$ cat config.mk
export PLATFORM = sky130hd
export DESIGN_NAME = mtc_ctrl
export DESIGN_NICKNAME = d
export VERILOG_FILES = /design/src/rtl/mtc_pkg.sv /design/src/rtl/mtc_insync.sv /design/src/rtl/mtc_tick.sv /design/src/rtl/mtc_counter.sv /design/src/rtl/mtc_ctrl.sv
export SDC_FILE = /design/constraint.sdc
export NUM_CORES = 1
export LEC_CHECK = 0
export ABC_AREA = 1
export ABC_CLOCK_PERIOD_IN_PS = 4600
export BUFFER_PORTS_ARGS = -buffer_cell sky130_fd_sc_hd__buf_2
export CAP_MARGIN = 20
export CORE_MARGIN = 2
export CORE_UTILIZATION = 50
export CTS_BUF_LIST = sky130_fd_sc_hd__clkbuf_8 sky130_fd_sc_hd__clkbuf_16
export DETAILED_ROUTE_END_ITERATION = 12
export GPL_TIMING_DRIVEN = 0
export PLACE_DENSITY = 0.76
export RECOVER_POWER = 25
export SLEW_MARGIN = 20
export SYNTH_ARGS = -nofsm -noshare
export SYNTH_HDL_FRONTEND = slang
export SYNTH_SLANG_ARGS = --single-unit
export TNS_END_PERCENT = 20
$ cat constraint.sdc
create_clock -name clk -period 4.6 [get_ports clk]
set_clock_uncertainty 0.05 [all_clocks]
set_input_delay 0.92 -clock clk [delete_from_list [all_inputs] [get_ports clk]]
set_output_delay 0.92 -clock clk [all_outputs]
set_load 0.1 [all_outputs]
$ cat src/rtl/mtc_pkg.sv
package mtc_pkg;
   typedef enum logic [2:0] {
      SRC_SYS  = 3'b000,
      SRC_RSV1 = 3'b001,
      SRC_GHI  = 3'b010,
      SRC_GLO  = 3'b011,
      SRC_RISE = 3'b100,
      SRC_FALL = 3'b101,
      SRC_RSV6 = 3'b110,
      SRC_RSV7 = 3'b111
   } clk_src_e;

   typedef enum logic {
      MODE_WRAP = 1'b0,
      MODE_UPDN = 1'b1
   } cnt_mode_e;

   localparam logic [1:0] A_STAT  = 2'd0;
   localparam logic [1:0] A_SETUP = 2'd1;
   localparam logic [1:0] A_RLDH  = 2'd2;
   localparam logic [1:0] A_RLDL  = 2'd3;
endpackage

$ cat src/rtl/mtc_insync.sv
module mtc_insync #(
   parameter int unsigned STAGES = 2
) (
   input  logic clk_i,
   input  logic rst_ni,
   input  logic pin_i,
   output logic level_o,
   output logic rise_o,
   output logic fall_o
);
   logic [STAGES:0] sh_q;

   always_ff @(posedge clk_i or negedge rst_ni) begin
      if (!rst_ni) sh_q <= '0;
      else         sh_q <= {sh_q[STAGES-1:0], pin_i};
   end

   assign level_o = sh_q[STAGES-1];
   assign rise_o  = sh_q[STAGES-1] & ~sh_q[STAGES];
   assign fall_o  = ~sh_q[STAGES-1] & sh_q[STAGES];
endmodule

$ cat src/rtl/mtc_tick.sv
module mtc_tick
   import mtc_pkg::*;
#(
   parameter int unsigned PRES_W = 3
) (
   input  logic              clk_i,
   input  logic              rst_ni,
   input  logic              en_i,
   input  clk_src_e          src_i,
   input  logic              sclk_en_i,
   input  logic              level_i,
   input  logic              rise_i,
   input  logic              fall_i,
   input  logic [PRES_W-1:0] pres_i,
   output logic              tick_o
);
   localparam int unsigned PCW = (1 << PRES_W) - 1;

   logic [PCW-1:0] pcnt_q, lim;
   logic pre_tick, direct, use_direct;

   always_comb begin
      pre_tick   = 1'b0;
      direct     = 1'b0;
      use_direct = 1'b0;
      unique case (src_i)
         SRC_SYS:  pre_tick = sclk_en_i;
         SRC_GHI:  pre_tick = sclk_en_i & level_i;
         SRC_GLO:  pre_tick = sclk_en_i & ~level_i;
         SRC_RISE: begin use_direct = 1'b1; direct = rise_i; end
         SRC_FALL: begin use_direct = 1'b1; direct = fall_i; end
         default:  ;
      endcase
   end

   assign lim = PCW'((32'd1 << pres_i) - 32'd1);

   always_ff @(posedge clk_i or negedge rst_ni) begin
      if (!rst_ni)                pcnt_q <= '0;
      else if (!en_i)             pcnt_q <= '0;
      else if (pre_tick) begin
         if (pcnt_q == lim)       pcnt_q <= '0;
         else                     pcnt_q <= pcnt_q + 1'b1;
      end
   end

   assign tick_o = en_i & (use_direct ? direct : (pre_tick && (pcnt_q == lim)));

   AST_RESV_NO_TICK: assert property (@(posedge clk_i) disable iff (!rst_ni)
      (src_i inside {SRC_RSV1, SRC_RSV6, SRC_RSV7}) |-> !tick_o)
      else $error("reserved source produced a tick");
endmodule

$ cat src/rtl/mtc_counter.sv
module mtc_counter
   import mtc_pkg::*;
#(
   parameter int unsigned CNT_W = 16
) (
   input  logic             clk_i,
   input  logic             rst_ni,
   input  logic             en_i,
   input  cnt_mode_e        mode_i,
   input  logic             tick_i,
   input  logic [CNT_W-1:0] reload_i,
   output logic [CNT_W-1:0] cnt_o,
   output logic             done_o
);
   logic [CNT_W-1:0] cnt_q, nxt;
   logic up_q, nup;

   always_comb begin
      nxt    = cnt_q;
      nup    = up_q;
      done_o = 1'b0;
      if (tick_i) begin
         if (mode_i == MODE_WRAP) begin
            nup = 1'b1;
            if (cnt_q == reload_i) begin
               nxt    = CNT_W'(1);
               done_o = 1'b1;
            end else begin
               nxt = cnt_q + 1'b1;
            end
         end else if (up_q) begin
            if (cnt_q >= reload_i) begin
               nxt = cnt_q - 1'b1;
               nup = 1'b0;
            end else begin
               nxt = cnt_q + 1'b1;
            end
         end else if (cnt_q <= CNT_W'(1)) begin
            nxt    = '0;
            nup    = 1'b1;
            done_o = 1'b1;
         end else begin
            nxt = cnt_q - 1'b1;
         end
      end
   end

   always_ff @(posedge clk_i or negedge rst_ni) begin
      if (!rst_ni) begin
         cnt_q <= '0;
         up_q  <= 1'b1;
      end else if (!en_i) begin
         cnt_q <= '0;
         up_q  <= 1'b1;
      end else begin
         cnt_q <= nxt;
         up_q  <= nup;
      end
   end

   assign cnt_o = cnt_q;

   AST_HOLD_NO_TICK: assert property (@(posedge clk_i) disable iff (!rst_ni)
      (en_i && !tick_i) |=> $stable(cnt_q))
      else $error("count moved without a tick");
   AST_DIS_ZERO: assert property (@(posedge clk_i) disable iff (!rst_ni)
      !en_i |=> (cnt_q == '0))
      else $error("count not cleared while disabled");
endmodule

$ cat src/rtl/mtc_ctrl.sv
module mtc_ctrl
   import mtc_pkg::*;
#(
   parameter int unsigned CNT_W       = 16,
   parameter int unsigned PRES_W      = 3,
   parameter int unsigned NCH         = 4,
   parameter int unsigned SYNC_STAGES = 2
) (
   input  logic             clk,
   input  logic             rst_n,
   input  logic             sclk_en,
   input  logic             tmr_in,
   input  logic [NCH-1:0]   ch_evt,
   input  logic             bus_wr,
   input  logic [1:0]       bus_addr,
   input  logic [7:0]       bus_wdata,
   output logic [7:0]       bus_rdata,
   output logic [CNT_W-1:0] count,
   output logic             cnt_irq
);
   localparam int unsigned HI_W = CNT_W - 8;

   initial begin
      assert (CNT_W >= 9 && CNT_W <= 16) else $fatal(1, "CNT_W out of range");
      assert (PRES_W >= 1 && PRES_W <= 3) else $fatal(1, "PRES_W out of range");
      assert (NCH >= 1) else $fatal(1, "NCH must be positive");
      assert (SYNC_STAGES >= 2) else $fatal(1, "SYNC_STAGES below 2");
   end

   logic             cyc_st_q, ie_q, en_q, irq_q, en_d, done, tick;
   logic             wr_stat, wr_setup, ch_st;
   clk_src_e         src_q;
   cnt_mode_e        mode_q;
   logic [PRES_W-1:0] pres_sh_q, pres_act_q;
   logic [CNT_W-1:0] reload_q;
   logic             lvl, rise, fall;
   logic [7:0]       hi_byte, setup_byte;

   assign wr_stat  = bus_wr && (bus_addr == A_STAT);
   assign wr_setup = bus_wr && (bus_addr == A_SETUP);
   assign en_d     = wr_setup ? bus_wdata[7] : en_q;
   assign ch_st    = en_q & (|ch_evt);

   always_ff @(posedge clk or negedge rst_n) begin
      if (!rst_n) begin
         cyc_st_q   <= 1'b0;
         ie_q       <= 1'b0;
         src_q      <= SRC_SYS;
         en_q       <= 1'b0;
         mode_q     <= MODE_WRAP;
         pres_sh_q  <= '0;
         pres_act_q <= '0;
         reload_q   <= '0;
         irq_q      <= 1'b0;
      end else begin
         en_q  <= en_d;
         irq_q <= done & ie_q & en_d;
         if (!en_d)                          cyc_st_q <= 1'b0;
         else if (done)                      cyc_st_q <= 1'b1;
         else if (wr_stat && bus_wdata[7])   cyc_st_q <= 1'b0;
         if (wr_stat) begin
            ie_q  <= bus_wdata[5];
            src_q <= clk_src_e'(bus_wdata[2:0]);
         end
         if (wr_setup) begin
            mode_q    <= cnt_mode_e'(bus_wdata[6]);
            pres_sh_q <= bus_wdata[PRES_W-1:0];
         end
         if (wr_setup && !en_q)  pres_act_q <= bus_wdata[PRES_W-1:0];
         else if (done)          pres_act_q <= pres_sh_q;
         if (bus_wr && bus_addr == A_RLDH) reload_q[CNT_W-1:8] <= bus_wdata[HI_W-1:0];
         if (bus_wr && bus_addr == A_RLDL) reload_q[7:0]       <= bus_wdata;
      end
   end

   mtc_insync #(.STAGES(SYNC_STAGES)) u_sync (
      .clk_i(clk), .rst_ni(rst_n), .pin_i(tmr_in),
      .level_o(lvl), .rise_o(rise), .fall_o(fall));

   mtc_tick #(.PRES_W(PRES_W)) u_tick (
      .clk_i(clk), .rst_ni(rst_n), .en_i(en_q), .src_i(src_q),
      .sclk_en_i(sclk_en), .level_i(lvl), .rise_i(rise), .fall_i(fall),
      .pres_i(pres_act_q), .tick_o(tick));

   mtc_counter #(.CNT_W(CNT_W)) u_cnt (
      .clk_i(clk), .rst_ni(rst_n), .en_i(en_q), .mode_i(mode_q),
      .tick_i(tick), .reload_i(reload_q), .cnt_o(count), .done_o(done));

   always_comb begin
      hi_byte               = '0;
      hi_byte[HI_W-1:0]     = reload_q[CNT_W-1:8];
      setup_byte            = '0;
      setup_byte[7]         = en_q;
      setup_byte[6]         = mode_q;
      setup_byte[PRES_W-1:0] = pres_sh_q;
      unique case (bus_addr)
         A_STAT:  bus_rdata = {cyc_st_q, ch_st, ie_q, 2'b00, src_q};
         A_SETUP: bus_rdata = setup_byte;
         A_RLDH:  bus_rdata = hi_byte;
         default: bus_rdata = reload_q[7:0];
      endcase
   end

   assign cnt_irq = irq_q;

   AST_STAT_OFF: assert property (@(posedge clk) disable iff (!rst_n)
      !en_q |-> !cyc_st_q)
      else $error("cycle status set while disabled");
   AST_IRQ_STAT: assert property (@(posedge clk) disable iff (!rst_n)
      cnt_irq |-> cyc_st_q)
      else $error("interrupt without cycle status");
   AST_PRES_HELD: assert property (@(posedge clk) disable iff (!rst_n)
      (en_q && !done) |=> $stable(pres_act_q))
      else $error("active prescale changed mid-cycle");
endmodule

==> qor.yml, run 1 <==
switching_share_pct: 45.3
synthFlopType: "dfrtp_1"
status: "finished, violations left"
drive_gt1_share_pct: 14.0
syn2layout_area_growth_pct: 13.1
ys_types: 37
cts.repair.resized: 0
r2r-start: "u_cnt.cnt_o[0]"
setup_ws_ps: 1260
root_buffer: "clkbuf_8"
p_switching_w: 0.000890
rsz0062_at_grt: "false"
finalNetCount: 683
setup_viol: 0
cts_made_buffers: 9
n_antenna_cell: 0
syn_inst: 590
synth_edf_count: 0
worstSetupEndpoint: "u_cnt.cnt_o[3]"
start_util_pct: 50.6
grt_pass1_wl_um: 18000
max_cap_viol_count: 1
hold_buffers: 0
first_iter_violations: 247
relSlewSlack_pct: -102
dpl.hpwl_um: 8090
synthTopCellsByArea: "dfrtp_1, nand2_1, inv_1"
dr.pass1.iters: 5
slowest_stage: "clkbuf_1"
htree_levels: 3
worstSkewPairLatency_ps: 350
synth_warnings: 0
hp-class: "flop to flop"
combPwrFrac_pct: 43.8
cp.required_ps: 4340
fillCellCount: 787
vias: 3965
fin_cells: 754
synth_top_area_share_pct: 34.2
cts_tree: "done"
critPathLaunch: "rst_n"
power_density_mw_per_mm2: 423
r2r_cells: 12
ant_nets: 0
p_seq_share_pct: 32.1
track_usage_pct: 26.0
hold_violations: 0
routedWlPerCell_um: 14.2
clk_pin_slew_ps: 70
synth_area_sq_mm: 0.00410
finalMaxSlewViolations: 58
die_area_sq_mm: 0.00894
antenna_found_initial: 0
ys_async_sr_fraction_pct: 100
place_ws_ps: 1380
gp_congestion: 1.03
synth_top_cell_by_area: "dfrtp_1"
finalCritPeriodShare_pct: 72.6
postCtsSetupBuffers: 0
postLayoutCoreUtil_pct: 57.3
pin_count: 44
grt_pass1_vias: 3896
critPathCaptureType: "async pin"
critPathArrivalTime_ps: 3080
critical_path.max_stage_delay_ps: 2090
cts_buffer_depth: 2
min_period_ps: 3340
critPathBufInv: 1
fmax_mhz: 300
multi_input_area_sq_mm: 0.00227
grt_overflow: 0
clock-sinks: 57
die_height_um: 94.5
share_clk_of_total_power_pct: 24.2
irDropWorstVdd_mv: 0.325
dp_cells: 738
drt_wl_total_um: 10700
coreArea_sq_mm: 0.00809
die_w_um: 94.5
reg2reg_to: "u_cnt.cnt_o[8]"
drc: 0
cp-start-kind: "primary input"
p_leak_nw: 2.56
crit_fanout: 57
grt_max_degree: 58
synth.avg_cell_area_sq_um: 6.95
path_class: "primary input to async pin"
worst_slew_pin_slew_ps: 3020
p_int_w: 0.00107
seqCellArea_sq_mm: 0.00143
rrSetupSlack_ps: 2320
ys_ff_latch: 57
setup_tns_ps: 0
cp_top_family: "buffers and inverters"
yosysSeqAreaShare_pct: 34.8
rows: 33
io_buffer_count: 43
path_cells: "clkbuf_1"
crit_cells: 1
via_per_inst: 5.26
violations: "max-capacitance violations, max-slew violations"
syn-num-nets: 629
-- cells by family (layout without fill, tap and decap cells) --
| family | count (synthesis) | after routing | synth area share [%] |
|---|---|---|---|
| adders and majority gates | 20 | 20 | 6.11 |
| xor gates and xnor gates | 31 | 31 | 6.62 |
| buffers and inverters | 94 | 153 | 9.74 |
| DFF | 57 | 57 | 34.8 |
| AOI/OAI and AO/OA | 72 | 72 | 9.59 |
| and+or+nand+nor | 316 | 316 | 33.1 |
-- sequential cells by signal, summed over array words and instances (netlist names) --
| register | count |
|---|---|
| u_tick.pcnt_q | 7 |
| u_cnt.cnt_o | 16 |
| pres_sh_q | 3 |
| u_cnt.up_q | 1 |
| pres_act_q | 3 |
| reload_q | 16 |
| mode_q | 1 |
| src_q | 3 |
| ie_q | 1 |
| en_q | 1 |
| cyc_st_q | 1 |
| cnt_irq | 1 |
| u_sync.sh_q | 3 |
-- stage by stage --
stage / instance area [sq um] / hold WS [ps] / total power [W]
floorplan: 4100 / 281 / 0.00130
global placement: 4450 / 287 / 0.00146
detailed placement: 4450 / 297 / 0.00149
CTS: 4640 / 313 / 0.00196
global route: 4640 / 314 / 0.00210
finish: 4640 / 308 / 0.00196
-- cells in the final DEF, fill, tap and decap left out, types with 3 or more instances in the layout --
master / n
clkbuf_8: 9
nand3_1: 41
nand2_1: 189
buf_2: 49
nor2_1: 56
nand4_1: 7
nand3_2: 3
clkbuf_1: 5
o21ai_0: 39
o21ai_1: 7
dfrtp_1: 56
xnor2_1: 4
inv_1: 71
o22ai_1: 6
nor3_1: 5
xor2_1: 27
a21oi_1: 12
clkinv_2: 3
nor2_2: 3
ha_1: 20
nand2_2: 3
buf_4: 6
o2111ai_1: 3
-- worst min-delay path by stage --
stage	startpoint	to	slack [ps]	depth (start not counted)
CTS	u_sync.sh_q[0]	u_sync.sh_q[1]	310	0
detailed placement	u_sync.sh_q[0]	u_sync.sh_q[1]	300	0
global placement	u_sync.sh_q[0]	u_sync.sh_q[1]	290	0
global route	u_sync.sh_q[0]	u_sync.sh_q[1]	310	0
floorplan	u_sync.sh_q[0]	u_sync.sh_q[1]	280	0
finish	u_sync.sh_q[0]	u_sync.sh_q[1]	310	0
-- final cells by class --
class / count / area share [%]
multi-input combinational: 439 / 49.0
clock buffer: 9 / 2.67
inverter: 75 / 6.07
buffer: 19 / 2.54
sequential: 57 / 30.8
clock inverter: 7 / 1.48
tap: 105 / 2.83
timing repair buffer: 43 / 4.61
-- layer usage --
layer | track usage [%] | wire length [um]
met1 | 32.6 | 4670
met2 | 44.6 | 5150
met3 | 4.39 | 643
met4 | 10.3 | 226
met5 | 0 | 0
-- synthesized netlist by cell type (all sizes together), types with 2 or more instances --
cell     count
buf         15
o21bai       2
nand2      194
nand4        8
nor3         5
nand3       45
o2111ai      3
xnor2        4
dfrtp       56
clkbuf       4
o21ai       46
ha          20
clkinv       2
a21oi       12
nor2        60
inv         73
xor2        27
o22ai        6
-- power groups by stage --
stage / registers, W / logic, W / clock network (W)
CTS: 0.000627 / 0.000856 / 0.000476
global route: 0.000635 / 0.000962 / 0.000503
detailed placement: 0.000635 / 0.000851 / 0
global placement: 0.000633 / 0.000828 / 0
floorplan: 0.000689 / 0.000612 / 0
finish: 0.000629 / 0.000860 / 0.000474
No activity file was read; power rests on OpenSTA's default activity.
==> run 2: changes to the inputs <==
ABC_AREA = 0   (was 1)
ABC_CLOCK_PERIOD_IN_PS = 3200   (was 4600)
clock period = 3.2 ns   (was 4.6 ns; I/O delays follow)
==> qor.yml, run 2 <==
fillCellCount: 609  # -23%
synthFlopType: "dfrtp_1"
postLayoutCoreUtil_pct: 59.9  # +2.6 points
via_per_inst: 6.09  # +16%
synth_area_sq_mm: 0.00381  # -7.1%
timing.critical_path.mode_cell: "nand2_1"
critPathBufInv: 1  # unchanged
hp-class: "flop to flop"
grt_pass1_vias: 3259  # -16%
pin_count: 44  # unchanged
synth_edf_count: 0  # unchanged
critPathArrivalTime_ps: 3220  # +140 ps
clk_pin_slew_ps: 80  # about the same
die_height_um: 91.3  # -3.5%
synth_common_cells: "dfrtp_1, nand2_1, inv_1, mux2_2, nor2_1"
finalCritPeriodShare_pct: 93.5
track_usage_pct: 24.2  # -1.8 points
cp_top_family: "compound AO/OA/AOI/OAI gates"
dp_cells: 543  # -26%
setup_viol: 0  # unchanged
grt_pass1_wl_um: 16000  # -11%
fin_cells: 560  # -26%
syn_inst: 401  # -32%
switching_share_pct: 37.7  # -7.6 points
synth_warnings: 0  # unchanged
fmax_mhz: 334
grt_max_degree: 58  # unchanged
p_leak_nw: 2.05  # -20%
root_buffer: "clkbuf_8"
rows: 31  # -6.1%
cts_tree: "done"
cts_made_buffers: 9  # unchanged
cp.required_ps: 3430  # -910 ps
die_area_sq_mm: 0.00833  # -6.8%
min_period_ps: 2990
cts_buffer_depth: 2  # unchanged
first_iter_violations: 226  # -8.5%
relSlewSlack_pct: 4.07  # +110 points
final_common_cell: "dfrtp_1"
drt_wl_total_um: 9670  # -9.4%
status: "complete, no violations"
synth.most_common_cell: "dfrtp_1"
worstSkewPairLatency_ps: 340  # about the same
rsz0062_at_grt: "false"
hold_buffers: 0  # unchanged
finalMaxSlewViolations: 0  # -100%
crit_fanout: 10  # -82%
synthTopCellsByArea: "dfrtp_1, mux2_2, ha_1"
yosysSeqAreaShare_pct: 37.5  # +2.7 points
dpl_cell_area_sq_mm: 0.00415  # -6.7%
gp_congestion: 0.935  # -8.8%
synth_top_cell_by_area: "dfrtp_1"
grt_overflow: 0  # unchanged
io_buffer_count: 43  # unchanged
slowest_stage: "dfrtp_1"
routedWlPerCell_um: 17.3  # +22%
synth.avg_cell_area_sq_um: 9.49  # +37%
worst_slew_pin_slew_ps: 1440  # -1580 ps
p_int_w: 0.00148  # +38%
ys_async_sr_fraction_pct: 100  # unchanged
dr.pass1.iters: 5  # unchanged
p_seq_share_pct: 36.9  # +4.8 points
path_class: "flop to flop"
ant_nets: 0  # unchanged
hold_violations: 0  # unchanged
antenna_found_initial: 0  # unchanged
coreArea_sq_mm: 0.00733  # -9.4%
vias: 3410  # -14%
dpl.hpwl_um: 6950  # -14%
die_w_um: 91.3  # -3.5%
ys_types: 56  # +51%
setup_tns_ps: 0  # unchanged
hold_depth: 0  # unchanged
htree_levels: 3  # unchanged
n_antenna_cell: 0  # unchanged
crit_cells: 9  # +8
drive_gt1_share_pct: 22.3  # +8.3 points
finalNetCount: 495  # -28%
stdcell_area_sq_mm: 0.00439  # -5.3%
ys_ff_latch: 57  # unchanged
critPathCaptureType: "flop"
syn-num-nets: 440  # -30%
power_density_mw_per_mm2: 541  # +28%
r2r_cells: 9  # -3
share_clk_of_total_power_pct: 32.8  # +8.6 points
cp-start-kind: "flop"
power.total_w: 0.00238  # +21%
drc: 0  # unchanged
path_cells: "ha_1, and4_1, nand2_1, a2111o_1, o211ai_1, clkbuf_1, nand2_1, o32ai_1, a22o_1"
syn2layout_area_growth_pct: 15.4
irDropWorstVdd_mv: 0.389  # +20%
clock-sinks: 57  # unchanged
p_switching_w: 0.000896  # +0.69%
combPwrFrac_pct: 30.3  # -13 points
mostFrequentLayoutCells: "dfrtp_1, buf_2, nand2_1"
synth_top_area_share_pct: 36.8  # +2.6 points
max_cap_viol_count: 0  # -1
start_util_pct: 51.9  # +1.3 points
critical_path.max_stage_delay_ps: 500  # -1590 ps
[run 2: changes by cell type after synthesis, moves of 7 or more]
cell,delta
nand2_1,-151
mux2_2,+26
or3_1,+7
inv_1,-39
o21ai_1,-7
xor2_1,-26
o21ai_0,-23
mux2i_1,+17
nand3_1,-25
nor2_1,-33
[run 2: per-stage QoR]
| stage | hold slack [ps] | setup slack, ps |
|---|---|---|
| after floorplan | 281 | 21.3 |
| after global placement | 285 | 62.4 |
| after detailed placement | 286 | 7.16 |
| after CTS | 303 | 172 |
| after global routing | 316 | 71.2 |
| final | 301 | 208 |
[run 2: worst register-to-register path: stages (launching register included)]
cell and delay, ps:
dfrtp_1 500, ha_1 370, and4_1 250, nand2_1 80
a2111o_1 280, o211ai_1 150, clkbuf_1 460, nand2_1 310
o32ai_1 310, a22o_1 170
[run 2: final cells by class]
type | instances | area [sq um] | share of cell area, %
Tap cell | 99 | 124 | 2.82
Sequential cell | 57 | 1430 | 32.5
Inverter | 32 | 120 | 2.74
Clock buffer | 9 | 124 | 2.82
Multi-Input combinational cell | 298 | 2200 | 50.2
Clock inverter | 7 | 104 | 2.36
Timing Repair Buffer | 44 | 223 | 5.07
Buffer | 14 | 65.1 | 1.48
[run 2: final timing paths]
check,to,slack (ps),start
max,u_cnt.cnt_o[2],210,u_cnt.cnt_o[14]
min,u_sync.sh_q[1],300,u_sync.sh_q[0]
max reg2reg,u_cnt.cnt_o[2],210,u_cnt.cnt_o[14]
min reg2reg,u_sync.sh_q[1],300,u_sync.sh_q[0]
max in group asynchronous,u_cnt.cnt_o[0],1550,rst_n
min in group asynchronous,u_cnt.cnt_o[12],560,rst_n
[run 2: repair_timing]
action / 4_1_cts / 5_1_grt
resized for setup: 0 / 2
endpoints found under the setup margin: 1 / 2
cloned: 0 / 0
pin swaps: 1 / 0
buffers inserted: 1 / 0
[run 2: power by group through the flow]
stage | sequential, W | combinational, W | clock, W
2_1_floorplan | 0.000904 | 0.000524 | 0
3_3_place_gp | 0.000883 | 0.000692 | 0
3_5_place_dp | 0.000889 | 0.000713 | 0
4_1_cts | 0.000876 | 0.000718 | 0.000786
5_1_grt | 0.000889 | 0.000784 | 0.000821
6_report | 0.000878 | 0.000720 | 0.000780
[run 2: cell families after synthesis]
| kind of cell | Yosys count | synth area share [%] |
|---|---|---|
| flip-flops | 57 | 37.5 |
| AO/OA/AOI/OAI | 84 | 15.5 |
| multiplexers | 48 | 15.1 |
| buffers and inverters | 46 | 4.87 |
| AND/OR/NAND/NOR | 141 | 19.3 |
| XOR/XNOR | 5 | 1.15 |
| adder cells (fa/ha/maj) | 20 | 6.57 |
[run 2: per-layer routing]
| metal | share of wire [%] | track usage [%] |
|---|---|---|
| met2 | 46 | 36.7 |
| met3 | 6.7 | 6.56 |
| met1 | 44 | 33.5 |
| met5 | 0 | 0 |
| met4 | 3.1 | 8.46 |
==> run 3: changes to the inputs <==
ABC_AREA = 1   (was 0)
==> qor.yml, run 3 (synthesis results as in run 1) <==
status: "complete, no violations"
n_antenna_cell: 0  # unchanged
slowest_stage: "clkbuf_1"
timing.critical_path.mode_cell: "buf_2"
max_cap_viol_count: 0  # unchanged
relSlewSlack_pct: 4.96  # +0.89 points
p_seq_share_pct: 32.1  # -4.8 points
rows: 33  # +6.5%
postCtsSetupBuffers: 0  # -1
p_leak_nw: 2.57  # +25%
grt_max_degree: 58  # unchanged
seqCellArea_sq_mm: 0.00143  # about the same
die_w_um: 94.5  # +3.6%
p_switching_w: 0.00128  # +43%
hold_violations: 0  # unchanged
rsz0062_at_grt: "false"
crit_fanout: 10  # unchanged
crit_cells: 5  # -4
cp.required_ps: 2510  # -920 ps
fin_cells: 754  # +35%
combPwrFrac_pct: 43.8  # +13 points
critical_path.max_stage_delay_ps: 490  # about the same
coreArea_sq_mm: 0.00809  # +10%
hp-class: "flop to flop"
worstSetupEndpoint: "bus_rdata[6]"
path_class: "flop to output pin"
track_usage_pct: 26.0  # +1.8 points
r2r-start: "u_cnt.cnt_o[0]"
min_period_ps: 2800  # -196 ps
fmax_mhz: 358  # +7.0%
rrSetupSlack_ps: 920  # +710 ps
multi_input_area_sq_mm: 0.00227  # +3.1%
ant_nets: 0  # unchanged
power.total_w: 0.00282  # +19%
critPathBufInv: 3  # +2
cts_made_buffers: 9  # unchanged
die_area_sq_mm: 0.00894  # +7.3%
r2r_cells: 12  # +3
via_per_inst: 5.25  # -14%
clk_pin_slew_ps: 70  # about the same
p_int_w: 0.00154  # +4.2%
finalNetCount: 683  # +38%
pin_count: 44  # unchanged
share_clk_of_total_power_pct: 24.2  # -8.6 points
grt_pass1_vias: 3896  # +20%
cts_tree: "done"
cts_buffer_depth: 2  # unchanged
cp_top_family: "buffers and inverters"
power_density_mw_per_mm2: 608  # +12%
mostFrequentLayoutCells: "nand2_1, inv_1, nor2_1, dfrtp_1, buf_2"
io_buffer_count: 43  # unchanged
drt_wl_total_um: 10700  # +10%
setup_viol: 0  # unchanged
routedWlPerCell_um: 14.2  # -18%
dp_cells: 738  # +36%
critPathCaptureType: "output pin"
worst_slew_pin_slew_ps: 1430  # -13.3 ps
drive_gt1_share_pct: 14.2  # -8.2 points
fillCellCount: 789  # +30%
path_cells: "buf_2, clkbuf_1, nand2_1, o2111ai_1, buf_2"
finalCritPeriodShare_pct: 87.4  # -6.1 points
clock-sinks: 57  # unchanged
grt_overflow: 0  # unchanged
worstSkewPairLatency_ps: 350  # about the same
drc: 0  # unchanged
syn2layout_area_growth_pct: 13.2
critPathLaunch: "mode_q"
cts.repair.resized: 0  # unchanged
finalMaxSlewViolations: 0  # unchanged
gp_congestion: 1.03  # +9.6%
grt_pass1_wl_um: 18000  # +13%
hold_buffers: 0  # unchanged
antenna_found_initial: 0  # unchanged
reg2reg_to: "u_cnt.cnt_o[8]"
final_common_cell: "nand2_1"
cp-start-kind: "flop"
dpl.hpwl_um: 8090  # +16%
vias: 3962  # +16%
critPathArrivalTime_ps: 2110  # -1110 ps
root_buffer: "clkbuf_8"
die_height_um: 94.5  # +3.6%
first_iter_violations: 247  # +9.3%
switching_share_pct: 45.3  # +7.6 points
irDropWorstVdd_mv: 0.467  # +20%
htree_levels: 3  # unchanged
start_util_pct: 50.6  # -1.3 points
dr.pass1.iters: 5  # unchanged
run 3: cell types whose count changed in the layout (fill, tap and decap cells not counted), moves of 6 or more:
cell,before,now
nand3_1,16,41
mux2_2,26,0
nand2_1,38,189
o21ai_0,16,39
mux2i_1,17,0
and3_1,7,1
or3_1,7,0
inv_1,32,71
nor2_1,23,56
a31oi_1,6,0
o21ai_1,0,7
xor2_1,1,27
run 3: metal layers:
layer	GRT usage, %	share of wire (%)	wire, um	up-vias
met5	0	0	0	-
met1	32.6	44	4670	1813
met4	10.3	2.1	226	0
met3	4.39	6.0	644	23
met2	44.6	48	5140	145
li1	-	-	-	1981
run 3: how the worst min path moves through the flow:
stage,startpoint,to,slack (ps),depth (start not counted)
3_5_place_dp,u_sync.sh_q[0],u_sync.sh_q[1],300,0
4_1_cts,u_sync.sh_q[0],u_sync.sh_q[1],310,0
3_3_place_gp,u_sync.sh_q[0],u_sync.sh_q[1],290,0
2_1_floorplan,u_sync.sh_q[0],u_sync.sh_q[1],280,0
5_1_grt,u_sync.sh_q[0],u_sync.sh_q[1],310,0
6_report,u_sync.sh_q[0],u_sync.sh_q[1],310,0
run 3: area by class of cell:
type	count	share of cell area [%]
Multi-Input combinational cell	439	49.0
Tap cell	105	2.83
Inverter	75	6.07
Sequential cell	57	30.8
Timing Repair Buffer	43	4.64
Clock buffer	9	2.67
Clock inverter	7	1.48
Buffer	19	2.54
run 3: worst reg2reg max path: stages, from the launching register on:
cell      delay [ps]
dfrtp_1          490
inv_1            200
ha_1             320
nand2_1           50
nor2_1            80
nand2_1           90
o21ai_1          160
nor2_2            70
nand2_2          110
buf_2            250
o211ai_1         120
nand3_1          130
nand2_1           50
run 3: per-stage QoR:
| stage | hold slack, ps | setup slack [ps] | setup TNS, ps | utilization [%] | cell area (sq um) |
|---|---|---|---|---|---|
| finish | 308 | 404 | 0 | 57.3 | 4640 |
| global route | 314 | 319 | 0 | 57.3 | 4640 |
| CTS | 313 | 404 | 0 | 57.3 | 4640 |
| detailed placement | 297 | 539 | 0 | 55.0 | 4450 |
| global placement | 287 | 559 | 0 | 54.9 | 4450 |
| floorplan | 281 | -369 | -833 | - | 4100 |
run 3: power groups by stage:
stage | clock, W | combinational (W) | sequential (W)
final | 0.000682 | 0.00124 | 0.000905
after floorplan | 0 | 0.000880 | 0.000991
after global placement | 0 | 0.00119 | 0.000911
after global routing | 0.000723 | 0.00138 | 0.000913
after CTS | 0.000685 | 0.00123 | 0.000902
after detailed placement | 0 | 0.00122 | 0.000913
